--- src/rtl/busy_arbiter_pkg.sv ---
package busy_arbiter_pkg;
  typedef enum logic [1:0] {
    OWN_NONE  = 2'd0,
    OWN_LEFT  = 2'd1,
    OWN_RIGHT = 2'd2
  } owner_e;

  // control -> datapath: which side's write must be removed this cycle
  typedef struct packed {
    logic maskL;
    logic maskR;
  } gateStrobe_t;
endpackage

--- src/rtl/busy_arbiter_datapath.sv ---
module busy_arbiter_datapath
  import busy_arbiter_pkg::*;
#(
  parameter int ADDR_W = 12
) (
  input  logic              clk,
  input  logic              rstN,
  input  logic              isMaster,
  input  logic              enL,
  input  logic [ADDR_W-1:0] addrL,
  input  logic              wrL,
  input  logic              enR,
  input  logic [ADDR_W-1:0] addrR,
  input  logic              wrR,
  input  logic              busyInL,
  input  logic              busyInR,
  input  gateStrobe_t       strobe,
  output logic              collide,
  output logic              leftHeld,
  output logic              rightHeld,
  output logic              wrGateL,
  output logic              wrGateR
);
  localparam int NPORT = 2;

  logic [ADDR_W-1:0] curAddr [NPORT];
  logic [NPORT-1:0]  curEn;
  logic [NPORT-1:0]  held;

  assign curAddr[0] = addrL;
  assign curAddr[1] = addrR;
  assign curEn      = {enR, enL};

  // each port remembers where it was last cycle to decide arrival order
  for (genvar p = 0; p < NPORT; p++) begin : g_port
    logic [ADDR_W-1:0] prevAddr;
    logic              prevEn;
    always_ff @(posedge clk) begin
      if (!rstN) begin
        prevAddr <= '0;
        prevEn   <= 1'b0;
      end else begin
        prevAddr <= curAddr[p];
        prevEn   <= curEn[p];
      end
    end
    assign held[p] = prevEn && (prevAddr == curAddr[p]);
  end

  assign collide   = enL && enR && (addrL == addrR);
  assign leftHeld  = held[0];
  assign rightHeld = held[1];

  always_comb begin
    if (isMaster) begin
      wrGateL = wrL && enL && !strobe.maskL;
      wrGateR = wrR && enR && !strobe.maskR;
    end else begin
      wrGateL = wrL && enL && !busyInL;
      wrGateR = wrR && enR && !busyInR;
    end
  end
endmodule

--- src/rtl/busy_arbiter_control.sv ---
module busy_arbiter_control
  import busy_arbiter_pkg::*;
(
  input  logic        clk,
  input  logic        rstN,
  input  logic        isMaster,
  input  logic        collide,
  input  logic        leftHeld,
  input  logic        rightHeld,
  output gateStrobe_t strobe,
  output logic        busyOutL,
  output logic        busyOutR
);
  owner_e owner, ownerNext;
  logic   winLeft;
  logic   active;
  logic   busyLReg, busyRReg;

  assign active = isMaster && collide;

  always_comb begin
    unique case (owner)
      OWN_LEFT:  winLeft = 1'b1;
      OWN_RIGHT: winLeft = 1'b0;
      default:   winLeft = leftHeld || !rightHeld;
    endcase
  end

  always_comb begin
    strobe.maskL = active && !winLeft;
    strobe.maskR = active && winLeft;
    ownerNext    = !active ? OWN_NONE : (winLeft ? OWN_LEFT : OWN_RIGHT);
  end

  always_ff @(posedge clk) begin
    if (!rstN) begin
      owner    <= OWN_NONE;
      busyLReg <= 1'b0;
      busyRReg <= 1'b0;
    end else begin
      owner    <= ownerNext;
      busyLReg <= strobe.maskL;
      busyRReg <= strobe.maskR;
    end
  end

  assign busyOutL = busyLReg && isMaster;
  assign busyOutR = busyRReg && isMaster;
endmodule

--- src/rtl/busy_arbiter.sv ---
module busy_arbiter
  import busy_arbiter_pkg::*;
#(
  parameter int ADDR_W = 12
) (
  input  logic              clk,
  input  logic              rstN,
  input  logic              isMaster,
  input  logic              enL,
  input  logic [ADDR_W-1:0] addrL,
  input  logic              wrL,
  input  logic              enR,
  input  logic [ADDR_W-1:0] addrR,
  input  logic              wrR,
  input  logic              busyInL,
  input  logic              busyInR,
  output logic              busyOutL,
  output logic              busyOutR,
  output logic              wrGateL,
  output logic              wrGateR
);
  gateStrobe_t strobe;
  logic collide, leftHeld, rightHeld;

  busy_arbiter_datapath #(.ADDR_W(ADDR_W)) u_dp (
    .clk(clk), .rstN(rstN), .isMaster(isMaster),
    .enL(enL), .addrL(addrL), .wrL(wrL),
    .enR(enR), .addrR(addrR), .wrR(wrR),
    .busyInL(busyInL), .busyInR(busyInR),
    .strobe(strobe), .collide(collide),
    .leftHeld(leftHeld), .rightHeld(rightHeld),
    .wrGateL(wrGateL), .wrGateR(wrGateR)
  );

  busy_arbiter_control u_ctl (
    .clk(clk), .rstN(rstN), .isMaster(isMaster),
    .collide(collide), .leftHeld(leftHeld), .rightHeld(rightHeld),
    .strobe(strobe), .busyOutL(busyOutL), .busyOutR(busyOutR)
  );
endmodule

--- config.mk ---
export PLATFORM = sky130hd
export DESIGN_NAME = busy_arbiter
export DESIGN_NICKNAME = d
export VERILOG_FILES = /design/src/rtl/busy_arbiter_pkg.sv /design/src/rtl/busy_arbiter_datapath.sv /design/src/rtl/busy_arbiter_control.sv /design/src/rtl/busy_arbiter.sv
export SDC_FILE = /design/constraint.sdc
export NUM_CORES = 1
export LEC_CHECK = 0
export BUFFER_PORTS_ARGS = -buffer_cell sky130_fd_sc_hd__buf_4
export CAP_MARGIN = 20
export CORE_ASPECT_RATIO = 1.25
export CORE_MARGIN = 2
export CORE_UTILIZATION = 50
export DETAILED_ROUTE_END_ITERATION = 10
export GPL_TIMING_DRIVEN = 0
export PLACE_DENSITY = 0.77
export SYNTH_ARGS = -nofsm -noshare
export SYNTH_HDL_FRONTEND = slang
export SYNTH_SLANG_ARGS = --single-unit
export TNS_END_PERCENT = 50
--- constraint.sdc ---
create_clock -name clk -period 2.04 [get_ports clk]
set_input_delay 0.306 -clock clk [delete_from_list [all_inputs] [get_ports clk]]
set_output_delay 0.306 -clock clk [all_outputs]
set_load 0.02 [all_outputs]
### Word level (Yosys, flattened, before mapping)

Cells that the tools add are included.

| cells by class | value |
|---|---|
| equal/unequal tests | 5 |
| mux-type cells | 4 |
| reductions and logical operators | 23 |

Operator list:

| operator | number |
|---|---|
| == test 12 bit | 3 |
| logical AND 1 bit | 15 |
| logical NOT 1 bit | 6 |
| == test 2 x 1 -> 1 bit, second input constant | 1 |
| == test 2 bit, second input constant | 1 |
| 2-to-1 mux 1 bit | 2 |
| 2-to-1 mux 2 bit | 1 |
| case mux 1 bit (2 select lines) | 1 |
| AND reduction 2 bit | 1 |
| logical OR 1 bit | 1 |

| word-level totals | value |
|---|---|
| bits in registers | 30 |

### Longest topological paths before layout

| logic depth | value |
|---|---|
| depth in word-level cells | 10 |
| mapped depth | 6 |
| gate-level depth less buffers | 6 |

### Hierarchy

From an unflattened synthesis, not the netlist that was laid out.

| second synthesis, totals | value |
|---|---|
| cell total of the unflattened synthesis | 129 |
| area total of the unflattened synthesis | 1,343.8 µm² |

By module, submodules not included:

| module | times used | cells each | area an instance (µm²) | seq. area each (µm²) |
|---|---|---|---|---|
| busy_arbiter_datapath | 1 | 109 | 1,142.3 | 520.5 |
| busy_arbiter_control | 1 | 20 | 201.4 | 80.1 |

### Worst setup path before layout

OpenSTA, ideal clock, no wires.

| timing | value |
|---|---|
| path type | flip-flop to output port |
| start point | register u_ctl.owner[1] |
| end point | output port wrGateR |
| data arrival time | 1.593 ns |
| setup slack | 0.141 ns |
| stages on the path, launching flop included | 7 |
| buffers on the path | 0 |
| cell sequence | dfxtp_1 -> inv_1 -> ha_1 -> nand3_1 -> or4_4 -> o22a_4 -> a21oi_2 |

| on the way | value |
|---|---|
| cells in the longest elaborated chain, start to end | 6 |
| elaborated cells between the ends (all ways) | 7 |

Ends and longest elaborated chain:

| what | RTL line | source |
|---|---|---|
| from (decl) | busy_arbiter_control.sv:14 | `owner_e owner, ownerNext;` |
| from (signal assigned) | busy_arbiter_control.sv:41 | `owner <= ownerNext;` |
| == test 2 bit / == test 2 x 1 -> 1 bit (equally long branches) | busy_arbiter_control.sv:22 | `unique case (owner)` |
| case mux 1 bit (2 select lines) (*) | busy_arbiter_control.sv:22 |  |
| logical AND 1 bit (*) | busy_arbiter_control.sv:31 | `strobe.maskR = active && winLeft;` |
| logical NOT 1 bit (*) | busy_arbiter_datapath.sv:57 | `wrGateR = wrR && enR && !strobe.maskR;` |
| logical AND 1 bit (*) | busy_arbiter_datapath.sv:57 |  |
| 2-to-1 mux 1 bit (*) | busy_arbiter_datapath.sv:55 | `if (isMaster) begin` |
| to (decl) | busy_arbiter.sv:20 | `output logic wrGateR` |

Mark *: on every way between the ends. The rest lies on a longest branch, timed or not.

### Final worst setup path

| timing | value |
|---|---|
| start point | register u_dp.g_port[1].prevAddr[6] |
| end point | output port wrGateR |

| on the way | value |
|---|---|
| cells in the longest elaborated chain, start to end | 9 |

Ends and longest elaborated chain:

| what | RTL line | source |
|---|---|---|
| from (decl) | busy_arbiter_datapath.sv:36 | `logic [ADDR_W-1:0] prevAddr;` |
| from (signal assigned) | busy_arbiter_datapath.sv:43 | `prevAddr <= curAddr[p];` |
| == test 12 bit | busy_arbiter_datapath.sv:47 | `assign held[p] = prevEn && (prevAddr == curAddr[p]);` |
| logical AND 1 bit | busy_arbiter_datapath.sv:47 |  |
| logical NOT 1 bit | busy_arbiter_control.sv:25 | `default: winLeft = leftHeld \|\| !rightHeld;` |
| logical OR 1 bit | busy_arbiter_control.sv:25 |  |
| case mux 1 bit (2 select lines) | busy_arbiter_control.sv:22 |  |
| logical AND 1 bit | busy_arbiter_control.sv:31 |  |
| logical NOT 1 bit | busy_arbiter_datapath.sv:57 |  |
| logical AND 1 bit | busy_arbiter_datapath.sv:57 |  |
| 2-to-1 mux 1 bit | busy_arbiter_datapath.sv:55 |  |

Every way passes these cells.

==> results.md <==
- Leading area contributor after synthesis: dfxtp_1
- Final worst-path cycle share: 110%
- VDD IR max: 0.471 mV
- Actual slew at the worst max-slew pin: 397 ps
- CP Cell Sequence: xnor2_1 > nand3_1 > or4_4 > o22a_4 > a21oi_2 > buf_4
- Hold Startpoint: enR
- Rows: 20
- Maximum Capacitance Violations: 0
- Design Area, Final: 1710 µm²
- Switching Power: 267 µW
- Power Density: 654 nW/µm²
- Die X: 49.7 µm
- Boundary Pins: 37
- Final hold viol count: 0
- Failing checks: negative setup slack
- Post-route setup slack: -205 ps
- Clock latency at the later pin of the worst-skew pair: 320 ps
- Tot Pwr: 1120 µW
- Top cell type's share of synthesized area: 46.0%
- Comb power frac: 16.7%
- IO Port Bufs: 36
- Max clock buf depth: 2
- Ys Warns: 0
- First-pass GRT wire length: 4.49 mm
- Area of the mapped netlist: 1310 µm²
- Endpoint, Worst Hold: u_dp.g_port[1].prevEn
- H-tree Lvls: 2
- Hold Path Depth: 2
- Gate count of the mapped netlist: 126
- Endpoints failing setup: 2
- Die H: 61.1 µm
- CTS tree: built
- Worst relative slew slack: 73.3%
- Final HPWL DP: 2.01 mm
- DR iter-0 viols: 6
- Worst EP required: 1730 ps
- Flop pwr share: 55.8%
- Grt total ovfl: 0
- Status: complete, but fails checks
- Fin. max-slew vios: 0
- Worst hold margin: 203 ps
- Final ANT Viol Nets: 0
- Slowest cell on crit path: or4_4
- Worst hold path class: input pin to flip-flop
- Crit path largest cell delay: 560 ps
- Largest net degree at the start of global routing: 11
- Clk sinks: 30
- Initial core utilization: 53.2%
- Antenna violations before repair: 0
- Routed vias: 991
- Tmin final: 2240 ps
- Core box area: 2450 µm²
- Crit path max fanout: 2
- Seq/Total Area, Yosys: 46.0%
- Type of origin of the critical path: flip-flop
- Vias in the first global route: 1041
- Gpl congestion: 0.801
- Layout cell share with drive strength beyond 1: 33.9%
- Post-CTS Hold Buffers: 0
- GRT Total Usage: 20.1%
- Critical R2R Capture: u_ctl.owner[1]
- Number of synthesized register bits: 30
- Max Clk Rate: 446 MHz
- Library cells used by synthesis: 18
- Synthesized area per cell: 10.4 µm²
- Critical path capture point type: primary output
- R2R setup slack: 380 ps
- Cts bufs inserted: 5
- Via-to-Cell Ratio: 4.86
- Largest cells by area after synthesis: dfxtp_1 (46%), xnor2_1 (24%), and2_1 (13%)
- Sw Ratio: 23.8%
- Cell Int Power: 854 µW
- Mapped Nets: 160
- RSZ-0062 raised after global routing: true
- Placed standard-cell area: 1620 µm²
- Root Buffer: clkbuf_4
- Wire per inst: 12.6 µm
- Crit path DAT: 1940 ps
- Pre-CTS setup slack: -56.7 ps
- Area growth syn-to-layout: 31.3%
- Clk pwr share: 27.5%
- Leak Pwr: 0.000670 µW
- CTS clock-pin slew for the worst setup and hold paths: 80 ps
- DR pass1 iterations: 3
- ANT cells: 0
- Type of the worst setup path: flip-flop to primary output
- R2R depth: 6
- Clk_skew: 2.72 ps
- Fill count: 214
- Worst R2R Start: u_dp.g_port[1].prevAddr[6]
- DIE AREA: 3040 µm²
- # DRC: 0
- Nets: 205
- Drt total wl: 2.57 mm
## logic make-up (layout without fill, tap and decap cells)
family / Yosys count / count (layout) / share of synthesized area, %
buffers and inverters: 5 / 50 / 1.44
adder cells (fa/ha/maj): 1 / 1 / 0.959
XOR/XNOR: 36 / 36 / 24.2
flip-flops: 30 / 30 / 46.0
AO/OA/AOI/OAI: 6 / 6 / 4.51
AND/OR/NAND/NOR: 48 / 48 / 22.9
## sequential cells by signal, indices dropped and copies added (netlist names)
name and count:
u_dp.g_port.prevAddr 24, u_ctl.owner 2, u_dp.g_port.prevEn 2, u_ctl.busyLReg 1, u_ctl.busyRReg 1
## synth_stat cells
| master | instances |
|---|---|
| nor4_2 | 2 |
| a21oi_2 | 1 |
| nand4_1 | 7 |
| clkbuf_1 | 2 |
| o22ai_2 | 1 |
| dfxtp_1 | 30 |
| inv_1 | 3 |
| or4_4 | 1 |
| o211ai_1 | 2 |
| ha_1 | 1 |
| and2_2 | 1 |
| nand2_1 | 2 |
| o22a_4 | 1 |
| a21oi_1 | 1 |
| nand3_1 | 4 |
| nor2_1 | 4 |
| and2_1 | 27 |
| xnor2_1 | 36 |
## worst max-delay path, delay by kind of cell, from the launching register on
kind            cells  cell delay [ps]
flops               1              320
simple gates        2              680
compound gates      2              320
xor+xnor            1              160
buf+inv             1              140
## cell type report
cell class,instances,area (µm²),share of cell area (%)
multi-input combinational,91,718,41.9
sequential,30,604,35.3
timing repair buffer,38,285,16.7
clock buffer,7,45.0,2.63
tap,33,41.3,2.41
inverter,3,11.3,0.657
buffer,2,7.51,0.438
## power groups by stage
stage | registers (µW) | logic [µW] | clock network (µW)
6_report | 625 | 187 | 308
2_1_floorplan | 636 | 95.9 | 0
3_3_place_gp | 637 | 182 | 0
3_5_place_dp | 638 | 186 | 0
5_1_grt | 629 | 206 | 354
4_1_cts | 624 | 187 | 325
## what timing repair did
item,in CTS,in global routing
pin swaps,4,4
endpoints found under the hold margin,0,0
gates cloned,0,0
endpoints found under the setup margin,2,2
resized for setup,4,4
setup buffers,2,0
## cells in the final DEF, fill, tap and decap left out
cell	count
xnor2_2	2
nand4_1	7
inv_2	1
o211ai_1	2
ha_4	1
and2_2	1
nor2_1	4
nand2_1	2
xnor2_1	34
nand3_2	1
clkbuf_4	5
inv_1	2
nand3_1	3
a21oi_2	1
buf_4	38
o22ai_2	1
dfxtp_2	3
and2_1	27
o22a_4	1
dfxtp_1	27
a21oi_1	1
nor4_2	2
or4_4	1
clkbuf_1	4
## stage by stage
stage	setup TNS (ps)	std cells	utilization, %
6_report	-375	204	69.8
5_1_grt	-637	204	69.8
4_1_cts	-432	204	69.1
3_5_place_dp	-56.7	195	65.9
3_3_place_gp	-61.9	195	65.9
2_1_floorplan	0	126	-
## how the worst max path moves through the flow
stage | start | endpoint | slack [ps] | cells after the start
2_1_floorplan | u_ctl.owner[1] | wrGateR | 140 | 6
3_3_place_gp | addrR[7] | wrGateR | -60 | 7
3_5_place_dp | addrR[7] | wrGateR | -60 | 7
4_1_cts | u_ctl.owner[1] | wrGateR | -240 | 7
5_1_grt | u_dp.g_port[1].prevAddr[6] | wrGateR | -330 | 6
6_report | u_dp.g_port[1].prevAddr[6] | wrGateR | -200 | 6
## per-layer routing
layer  track usage [%]  part of all wire [%]  vias up
li1                  -                     -      502
met3              5.83                   5.9        7
met4              9.52                   2.2        0
met1              21.6                    40      451
met2              36.8                    52       31
met5                 0                     0        -
Note: power is estimated with default switching activity, not from simulation.
